[config.mk]
export PLATFORM = sky130hd
export DESIGN_NAME = omega_network
export DESIGN_NICKNAME = d
export VERILOG_FILES = /design/src/rtl/omega_pkg.sv /design/src/rtl/omega_switch.sv /design/src/rtl/omega_stage.sv /design/src/rtl/omega_network.sv
export SDC_FILE = /design/constraint.sdc
export NUM_CORES = 1
export LEC_CHECK = 0
export ABC_AREA = 1
export BUFFER_PORTS_ARGS = -buffer_cell sky130_fd_sc_hd__buf_2
export CAP_MARGIN = 20
export CELL_PAD_IN_SITES_DETAIL_PLACEMENT = 1
export CELL_PAD_IN_SITES_GLOBAL_PLACEMENT = 1
export CORE_AREA = 2 2 119 150
export CTS_CLUSTER_DIAMETER = 150
export CTS_CLUSTER_SIZE = 30
export DETAILED_ROUTE_END_ITERATION = 16
export DIE_AREA = 0 0 121 152
export HOLD_SLACK_MARGIN = 0.03
export PLACE_DENSITY = 0.92
export SYNTH_ARGS = -nofsm -noshare
export SYNTH_HDL_FRONTEND = slang
export SYNTH_SLANG_ARGS = --single-unit
[constraint.sdc]
create_clock -name clk -period 4.7 [get_ports clk]
set_clock_uncertainty 0.15 [all_clocks]
set_input_delay 0.94 -clock clk [delete_from_list [all_inputs] [get_ports clk]]
set_output_delay 0.94 -clock clk [all_outputs]
set_load 0.02 [all_outputs]
[src/rtl/omega_pkg.sv]
package omega_pkg;

    typedef enum logic {
        SW_STRAIGHT = 1'b0,
        SW_EXCHANGE = 1'b1
    } sw_mode_e;

    // Perfect-shuffle link: rotate a width-bit port index left by one
    function automatic int shuffle_idx(input int idx, input int width);
        int top;
        top = (idx >> (width - 1)) & 1;
        return ((idx << 1) | top) & ((1 << width) - 1);
    endfunction

endpackage

[src/rtl/omega_switch.sv]
module omega_switch
    import omega_pkg::*;
#(
    parameter int AW  = 3,
    parameter int DW  = 8,
    parameter int BIT = 2
) (
    input  logic          up_v,
    input  logic          lo_v,
    input  logic [AW-1:0] up_dst,
    input  logic [AW-1:0] lo_dst,
    input  logic [AW-1:0] up_src,
    input  logic [AW-1:0] lo_src,
    input  logic [DW-1:0] up_dat,
    input  logic [DW-1:0] lo_dat,
    output logic          q0_v,
    output logic          q1_v,
    output logic [AW-1:0] q0_dst,
    output logic [AW-1:0] q1_dst,
    output logic [AW-1:0] q0_src,
    output logic [AW-1:0] q1_src,
    output logic [DW-1:0] q0_dat,
    output logic [DW-1:0] q1_dat,
    output logic          up_drop,
    output logic          lo_drop
);

    sw_mode_e up_need, lo_need, mode;
    logic     up_keep, lo_keep;

    always_comb begin
        // upper input reaches output 0 straight; lower input reaches output 1 straight
        up_need = up_dst[BIT] ? SW_EXCHANGE : SW_STRAIGHT;
        lo_need = lo_dst[BIT] ? SW_STRAIGHT : SW_EXCHANGE;
        up_drop = 1'b0;
        lo_drop = 1'b0;
        mode    = SW_STRAIGHT;
        if (up_v && lo_v) begin
            if (up_src < lo_src) begin
                mode    = up_need;
                lo_drop = (lo_need != up_need);
            end else begin
                mode    = lo_need;
                up_drop = (up_need != lo_need);
            end
        end else if (up_v) begin
            mode = up_need;
        end else if (lo_v) begin
            mode = lo_need;
        end
        up_keep = up_v && !up_drop;
        lo_keep = lo_v && !lo_drop;
    end

    always_comb begin
        unique case (mode)
            SW_STRAIGHT: begin
                q0_v = up_keep; q0_dst = up_dst; q0_src = up_src; q0_dat = up_dat;
                q1_v = lo_keep; q1_dst = lo_dst; q1_src = lo_src; q1_dat = lo_dat;
            end
            SW_EXCHANGE: begin
                q0_v = lo_keep; q0_dst = lo_dst; q0_src = lo_src; q0_dat = lo_dat;
                q1_v = up_keep; q1_dst = up_dst; q1_src = up_src; q1_dat = up_dat;
            end
            default: begin
                q0_v = 1'b0; q0_dst = '0; q0_src = '0; q0_dat = '0;
                q1_v = 1'b0; q1_dst = '0; q1_src = '0; q1_dat = '0;
            end
        endcase
    end

endmodule

[src/rtl/omega_stage.sv]
module omega_stage
    import omega_pkg::*;
#(
    parameter int P   = 8,
    parameter int AW  = 3,
    parameter int DW  = 8,
    parameter int STG = 0
) (
    input  logic [P-1:0]    in_v,
    input  logic [P*AW-1:0] in_dst,
    input  logic [P*AW-1:0] in_src,
    input  logic [P*DW-1:0] in_dat,
    output logic [P-1:0]    out_v,
    output logic [P*AW-1:0] out_dst,
    output logic [P*AW-1:0] out_src,
    output logic [P*DW-1:0] out_dat,
    output logic [P-1:0]    blk
);

    localparam int NSW = P / 2;
    localparam int BIT = AW - 1 - STG;

    logic [P-1:0]    sh_v;
    logic [P*AW-1:0] sh_dst;
    logic [P*AW-1:0] sh_src;
    logic [P*DW-1:0] sh_dat;
    logic [NSW-1:0]  drop_up, drop_lo;

    for (genvar p = 0; p < P; p++) begin : g_link
        localparam int Q = shuffle_idx(p, AW);
        assign sh_v[Q]               = in_v[p];
        assign sh_dst[Q*AW +: AW]    = in_dst[p*AW +: AW];
        assign sh_src[Q*AW +: AW]    = in_src[p*AW +: AW];
        assign sh_dat[Q*DW +: DW]    = in_dat[p*DW +: DW];
    end

    for (genvar j = 0; j < NSW; j++) begin : g_sw
        omega_switch #(.AW(AW), .DW(DW), .BIT(BIT)) u_sw (
            .up_v   (sh_v[2*j]),
            .lo_v   (sh_v[2*j+1]),
            .up_dst (sh_dst[(2*j)*AW +: AW]),
            .lo_dst (sh_dst[(2*j+1)*AW +: AW]),
            .up_src (sh_src[(2*j)*AW +: AW]),
            .lo_src (sh_src[(2*j+1)*AW +: AW]),
            .up_dat (sh_dat[(2*j)*DW +: DW]),
            .lo_dat (sh_dat[(2*j+1)*DW +: DW]),
            .q0_v   (out_v[2*j]),
            .q1_v   (out_v[2*j+1]),
            .q0_dst (out_dst[(2*j)*AW +: AW]),
            .q1_dst (out_dst[(2*j+1)*AW +: AW]),
            .q0_src (out_src[(2*j)*AW +: AW]),
            .q1_src (out_src[(2*j+1)*AW +: AW]),
            .q0_dat (out_dat[(2*j)*DW +: DW]),
            .q1_dat (out_dat[(2*j+1)*DW +: DW]),
            .up_drop(drop_up[j]),
            .lo_drop(drop_lo[j])
        );
    end

    always_comb begin
        blk = '0;
        for (int j = 0; j < NSW; j++) begin
            if (drop_up[j]) blk[sh_src[(2*j)*AW +: AW]]   = 1'b1;
            if (drop_lo[j]) blk[sh_src[(2*j+1)*AW +: AW]] = 1'b1;
        end
    end

endmodule

[src/rtl/omega_network.sv]
module omega_network #(
    parameter int P  = 8,
    parameter int DW = 8
) (
    input  logic                     clk,
    input  logic                     rst,
    input  logic [P-1:0]             in_valid,
    input  logic [P*$clog2(P)-1:0]   in_dest,
    input  logic [P*DW-1:0]          in_data,
    output logic [P-1:0]             out_valid,
    output logic [P*DW-1:0]          out_data,
    output logic [P-1:0]             out_blocked
);

    localparam int AW = $clog2(P);
    localparam int NS = AW;

    logic [P-1:0]    ch_v   [NS+1];
    logic [P*AW-1:0] ch_dst [NS+1];
    logic [P*AW-1:0] ch_src [NS+1];
    logic [P*DW-1:0] ch_dat [NS+1];
    logic [P-1:0]    st_blk [NS];
    logic [P-1:0]    blk_any;
    logic [P-1:0]    arrived;

    assign ch_v[0]   = in_valid;
    assign ch_dst[0] = in_dest;
    assign ch_dat[0] = in_data;

    for (genvar i = 0; i < P; i++) begin : g_srcid
        assign ch_src[0][i*AW +: AW] = AW'(i);
    end

    for (genvar k = 0; k < NS; k++) begin : g_stage
        omega_stage #(.P(P), .AW(AW), .DW(DW), .STG(k)) u_stage (
            .in_v   (ch_v[k]),
            .in_dst (ch_dst[k]),
            .in_src (ch_src[k]),
            .in_dat (ch_dat[k]),
            .out_v  (ch_v[k+1]),
            .out_dst(ch_dst[k+1]),
            .out_src(ch_src[k+1]),
            .out_dat(ch_dat[k+1]),
            .blk    (st_blk[k])
        );
    end

    always_comb begin
        blk_any = '0;
        for (int k = 0; k < NS; k++) blk_any = blk_any | st_blk[k];
        for (int p = 0; p < P; p++) begin
            arrived[p] = ch_v[NS][p] && (ch_dst[NS][p*AW +: AW] == AW'(p))
                         && (ch_src[NS][p*AW +: AW] <= AW'(P-1));
        end
    end

    always_ff @(posedge clk) begin
        if (rst) begin
            out_valid   <= '0;
            out_blocked <= '0;
        end else begin
            out_valid   <= arrived;
            out_blocked <= blk_any;
        end
    end

    always_ff @(posedge clk) begin
        out_data <= ch_dat[NS];
    end

endmodule

======== After elaboration in Yosys (flattened, before gate mapping) ========
Index checks and enable logic that the tools add are counted.
operators by class
  muxes and demuxes ....................... 252
  bitwise operators ....................... 28
  order comparisons ....................... 48
  reduce and logical (&&, ||, !) cells .... 85
  equal/unequal tests ..................... 27
operator list
  operator            number
  $pmux 8 s2          24
  $pmux 3 s2          48
  $mux 8              17
  $or 8x8->8          16
  $mux 1              120
  $logic_and 1x1->1   64
  $lt 3x4->1 const B  16
  $demux 1 s3         16
  $ge 3x1->1 const B  16
  $pmux 1 s2          24
  $le 3x3->1 const B  8
  $lt 3x3->1          8
  $logic_not 1->1     20
  $ne 1x1->1          20
  $eq 3x3->1 const B  4
  $not 1->1           12
  $mux 7              1
  $eq 3x2->1 const B  2
  $mux 6              1
  $mux 5              1
  $eq 3x1->1 const B  1
  $logic_not 3->1     1
storage, ports and cells
  register bits ........................... 80
  logic and storage cells ................. 443
  bits of input ports ..................... 98
  output and inout port bits .............. 80

======== Longest topological paths before layout ========
  depth in word-level cells ............... 32
  gate-level depth with buffers ........... 24
  depth with buffers taken out ............ 22

======== By module ========
From an unflattened synthesis, not the netlist that was laid out.
second synthesis, totals
  cell total of the unflattened synthesis .. 2124
  area, all modules ....................... 12664.6 µm²
by module, submodules not included
  module                                              sequential area each (µm²)  area each (µm²)  instances  cells each
  omega_switch (g_stage[1].u_stage.g_sw[2].u_sw ...)  0.0                         738.2            6          122
  omega_switch (g_stage[0].u_stage.g_sw[0].u_sw ...)  0.0                         675.6            4          122
  omega_network                                       1601.5                      1876.8           1          142
  omega_switch (g_stage[1].u_stage.g_sw[0].u_sw ...)  0.0                         704.4            2          122
  omega_stage (g_stage[2].u_stage)                    0.0                         765.7            1          182
  omega_stage (g_stage[0].u_stage)                    0.0                         747.0            1          170
  omega_stage (g_stage[1].u_stage)                    0.0                         734.5            1          166

======== Worst setup path after synthesis ========
Ideal clock, no wire load.
  path type ............................... input port to flip-flop
  start point ............................. in in_dest[20]
  end point ............................... reg out_data[54]
  required time ........................... 4.427 ns
  library setup time ...................... 0.123 ns
  path buffers ............................ 3
  arrival time ............................ 3.211 ns
  path slack .............................. 1.216 ns
  stages on the path ...................... 20
  cells stage by stage .................... inv_1 -> nand2_2 -> a21oi_4 -> nand2_2 -> nor2_2 -> nand2_1 -> nand2_1 -> nor2_4 -> buf_2 -> buf_2 -> nand2_1 -> o21ai_0 -> ha_1 -> nand2_1 -> nand2_1 -> nor2_2 -> nand2_1 -> nand3_2 -> buf_6 -> a21oi_1
RTL lines
  what                    line                 RTL
  start: declaration      omega_network.sv:8   input logic [P*$clog2(P)-1:0] in_dest,
  end signal: assignment  omega_network.sv:68  out_data <= ch_dat[NS];
  end: declaration        omega_network.sv:11  output logic [P*DW-1:0] out_data,

==> flow_summary.toml <==
[worst_setup_path]
arrival_ns = 4.03
cpPeakStageDelay_ns = 0.44
path_common_cell = "nand2_1"
cp.required_ns = 4.79
slowest_stage = "a22oi_4"
cp-end-kind = "flip-flop"
path_cells = "buf_2, inv_2, nand2_2, nand2_2, nand2_2, inv_1, nand2_1, nand2_1, nand3_2, nand2_4, nor2_1, inv_1, nand2_1, ha_1, nand2_2, o21bai_4, inv_1, nor2_4, a22oi_4, nand2_4, nand2_1, nand2_1"
critPathLaunchType = "input port"
critical_path.max_fanout = 26
path_class = "input port to flip-flop"
critPathLaunch = "in_dest[14]"

[route]
finalWirelength_um = 25200
drt_first_pass_iters = 5
drtAntennaViolNets = 0
viasPerCell = 5.36
route.detailed.wl_per_inst_um = 17.3
dr.first_iter.drc_count = 517
drc = 0
vias = 7807

[min_path]
hold_class = "input port to flip-flop"
hold_start = "rst"

[sta]
fin_crit_ns = 3.95
whs_ns = 0.819
fmax_mhz = 253
fin_crit_sh_pct = 84.0
tightest_slew_ns = 0.768
maxSlewViolCount = 0
final.setup.tns_ns = 0
hold_violations = 0
final-setup-viol-count = 0
rsz0062_at_grt = "false"
slew_headroom_pct = 48.8

[final_layout]
drive_above_1_share_pct = 24.7
nNetsFinal = 1330
antenna_cells = 0
final_cell_mix = "nand2_1, buf_2, nand3_1"
final_common_cell = "nand2_1"
area_growth_pct = 19.4
fillers = 2418
layout.cells.non_filler = 1457

[yosys]
synth-main-ff-cell = "dfxtp_1"
ys_warn_count = 0
avgSynthCellArea_um2 = 6.08
syn_nets = 1179
syn_inst = 1078
async_reset_ff_share_pct = 0
synth_area_um2 = 6560
synth_edf_count = 0
ys_types = 41
ys_seq_elements = 80
seq_area_frac_synth_pct = 24.4

[placement]
finalWeightedCongestion = 0.995
dpl.cell_count = 1442
place_hpwl_um = 20000
numPortBuffers = 177

[power_and_ir_drop]
vdd_drop_max_v = 0.000169
power_density_nw_per_um2 = 441
p_total_mw = 3.45
power_leakage_nw = 4.28

[global_route]
grt_pass1_vias = 7869
overflow = 0
grt_max_degree = 38
grt_antenna_before_repair = 0
grt_pass1_wl_um = 39400
grt_use_total_pct = 27.1

[clock_network]
cts-root-buf = "clkbuf_16"
ctsHoldBuffers = 0
cts_resized = 0
cts_buffers = 9
cts_tree = "yes"
cts_setup_buffers = 0
cts_max_level = 3
clk_pin_slew_ns = 0.06
cts.sinks = 80
clock_path_buffers = 2

[die]
fp.dieH_um = 152
ioPinCount = 178
core_um2 = 17100
die_w_um = 121
rows = 54
initial_core_util_pct = 38.4
design.die.area_um2 = 18400

[status]
status = "finished clean"

[run]
max-cap-violations = 0
[path summary, 6_finish.rpt]
kind,end,cells past startpoint
max,out_data[28]$_DFF_P_,22
min,out_blocked[4]$_SDFF_PP0_,2
[power breakdown]
part | switching [mW] | total, mW | internal [mW]
clock network | 0.300 | 0.777 | 0.477
registers | 0.0580 | 0.959 | 0.901
logic | 1.22 | 1.72 | 0.501
total | 1.57 | 3.45 | 1.88
[synth_stat cells, types with 2 or more instances]
cell / count / area (um^2)
o21ai_4: 2 / 32.5
o21a_1: 2 / 15.0
nand3_2: 7 / 70.1
o21ai_1: 22 / 110
a31oi_1: 2 / 12.5
a21oi_1: 17 / 85.1
buf_4: 3 / 22.5
o21ai_2: 5 / 43.8
inv_1: 110 / 413
nor2_2: 10 / 62.6
nand2_1: 381 / 1430
inv_2: 15 / 56.3
clkbuf_1: 17 / 63.8
buf_6: 12 / 135
nand2_4: 11 / 124
a21oi_2: 9 / 78.8
nor2_4: 5 / 56.3
nor2_1: 27 / 101
o22ai_1: 3 / 18.8
mux2i_1: 31 / 310
ha_1: 3 / 37.5
buf_2: 14 / 70.1
nand4_1: 11 / 68.8
o21bai_1: 3 / 22.5
dfxtp_1: 80 / 1600
nand3_1: 120 / 601
nand2_2: 34 / 213
o21ai_0: 108 / 541
and2_0: 2 / 12.5
[critical path: cells and delay by family]
kind	cells	cell delay [ns]
and+or+nand+nor	14	1.67
buffers and inverters	5	0.61
AOI/OAI and AO/OA	2	0.51
adders and majority gates	1	0.30
[layer usage]
metal | up-vias | track usage (%) | part of all wire (%) | routed length [um]
met5 | - | 0 | 0 | 0
met2 | 290 | 49.6 | 51 | 12900
met4 | 0 | 14.3 | 5.4 | 1350
met1 | 3674 | 30.0 | 39 | 9740
met3 | 88 | 3.45 | 4.8 | 1220
li1 | 3755 | - | - | -
[sequential cells by signal, indices dropped and copies added, names as in the netlist]
| register | count |
|---|---|
| out_data | 64 |
| out_blocked | 8 |
| out_valid | 8 |
[stage by stage]
step	util [%]	instance area, um^2	worst slack [ns]
6_report	45.8	7830	0.751
5_1_grt	45.8	7830	0.434
4_1_cts	45.8	7830	0.793
3_5_place_dp	44.0	7510	0.448
3_3_place_gp	44.0	7510	0.594
2_1_floorplan	-	6560	1.22
[cell type report]
type,instances,area [um^2],area share [%]
Multi-Input combinational cell,826,4190,53.5
Sequential cell,80,1600,20.4
Timing Repair Buffer,186,966,12.3
Inverter,126,473,6.04
Tap cell,224,280,3.58
Clock buffer,10,239,3.05
Clock inverter,5,81.3,1.04
[logic make-up (layout without fill, tap and decap cells)]
family                     after synthesis  count (layout)  share of synthesized area, %
and+or+nand+nor                        611             611                          42.2
AOI/OAI and AO/OA                      180             180                          16.3
buffers and inverters                  172             327                          11.7
DFF                                     80              80                          24.4
muxes                                   31              31                          4.73
adders and majority gates                3               3                         0.572
xor gates and xnor gates                 1               1                         0.134
Note: power is estimated with default switching activity, not from simulation.
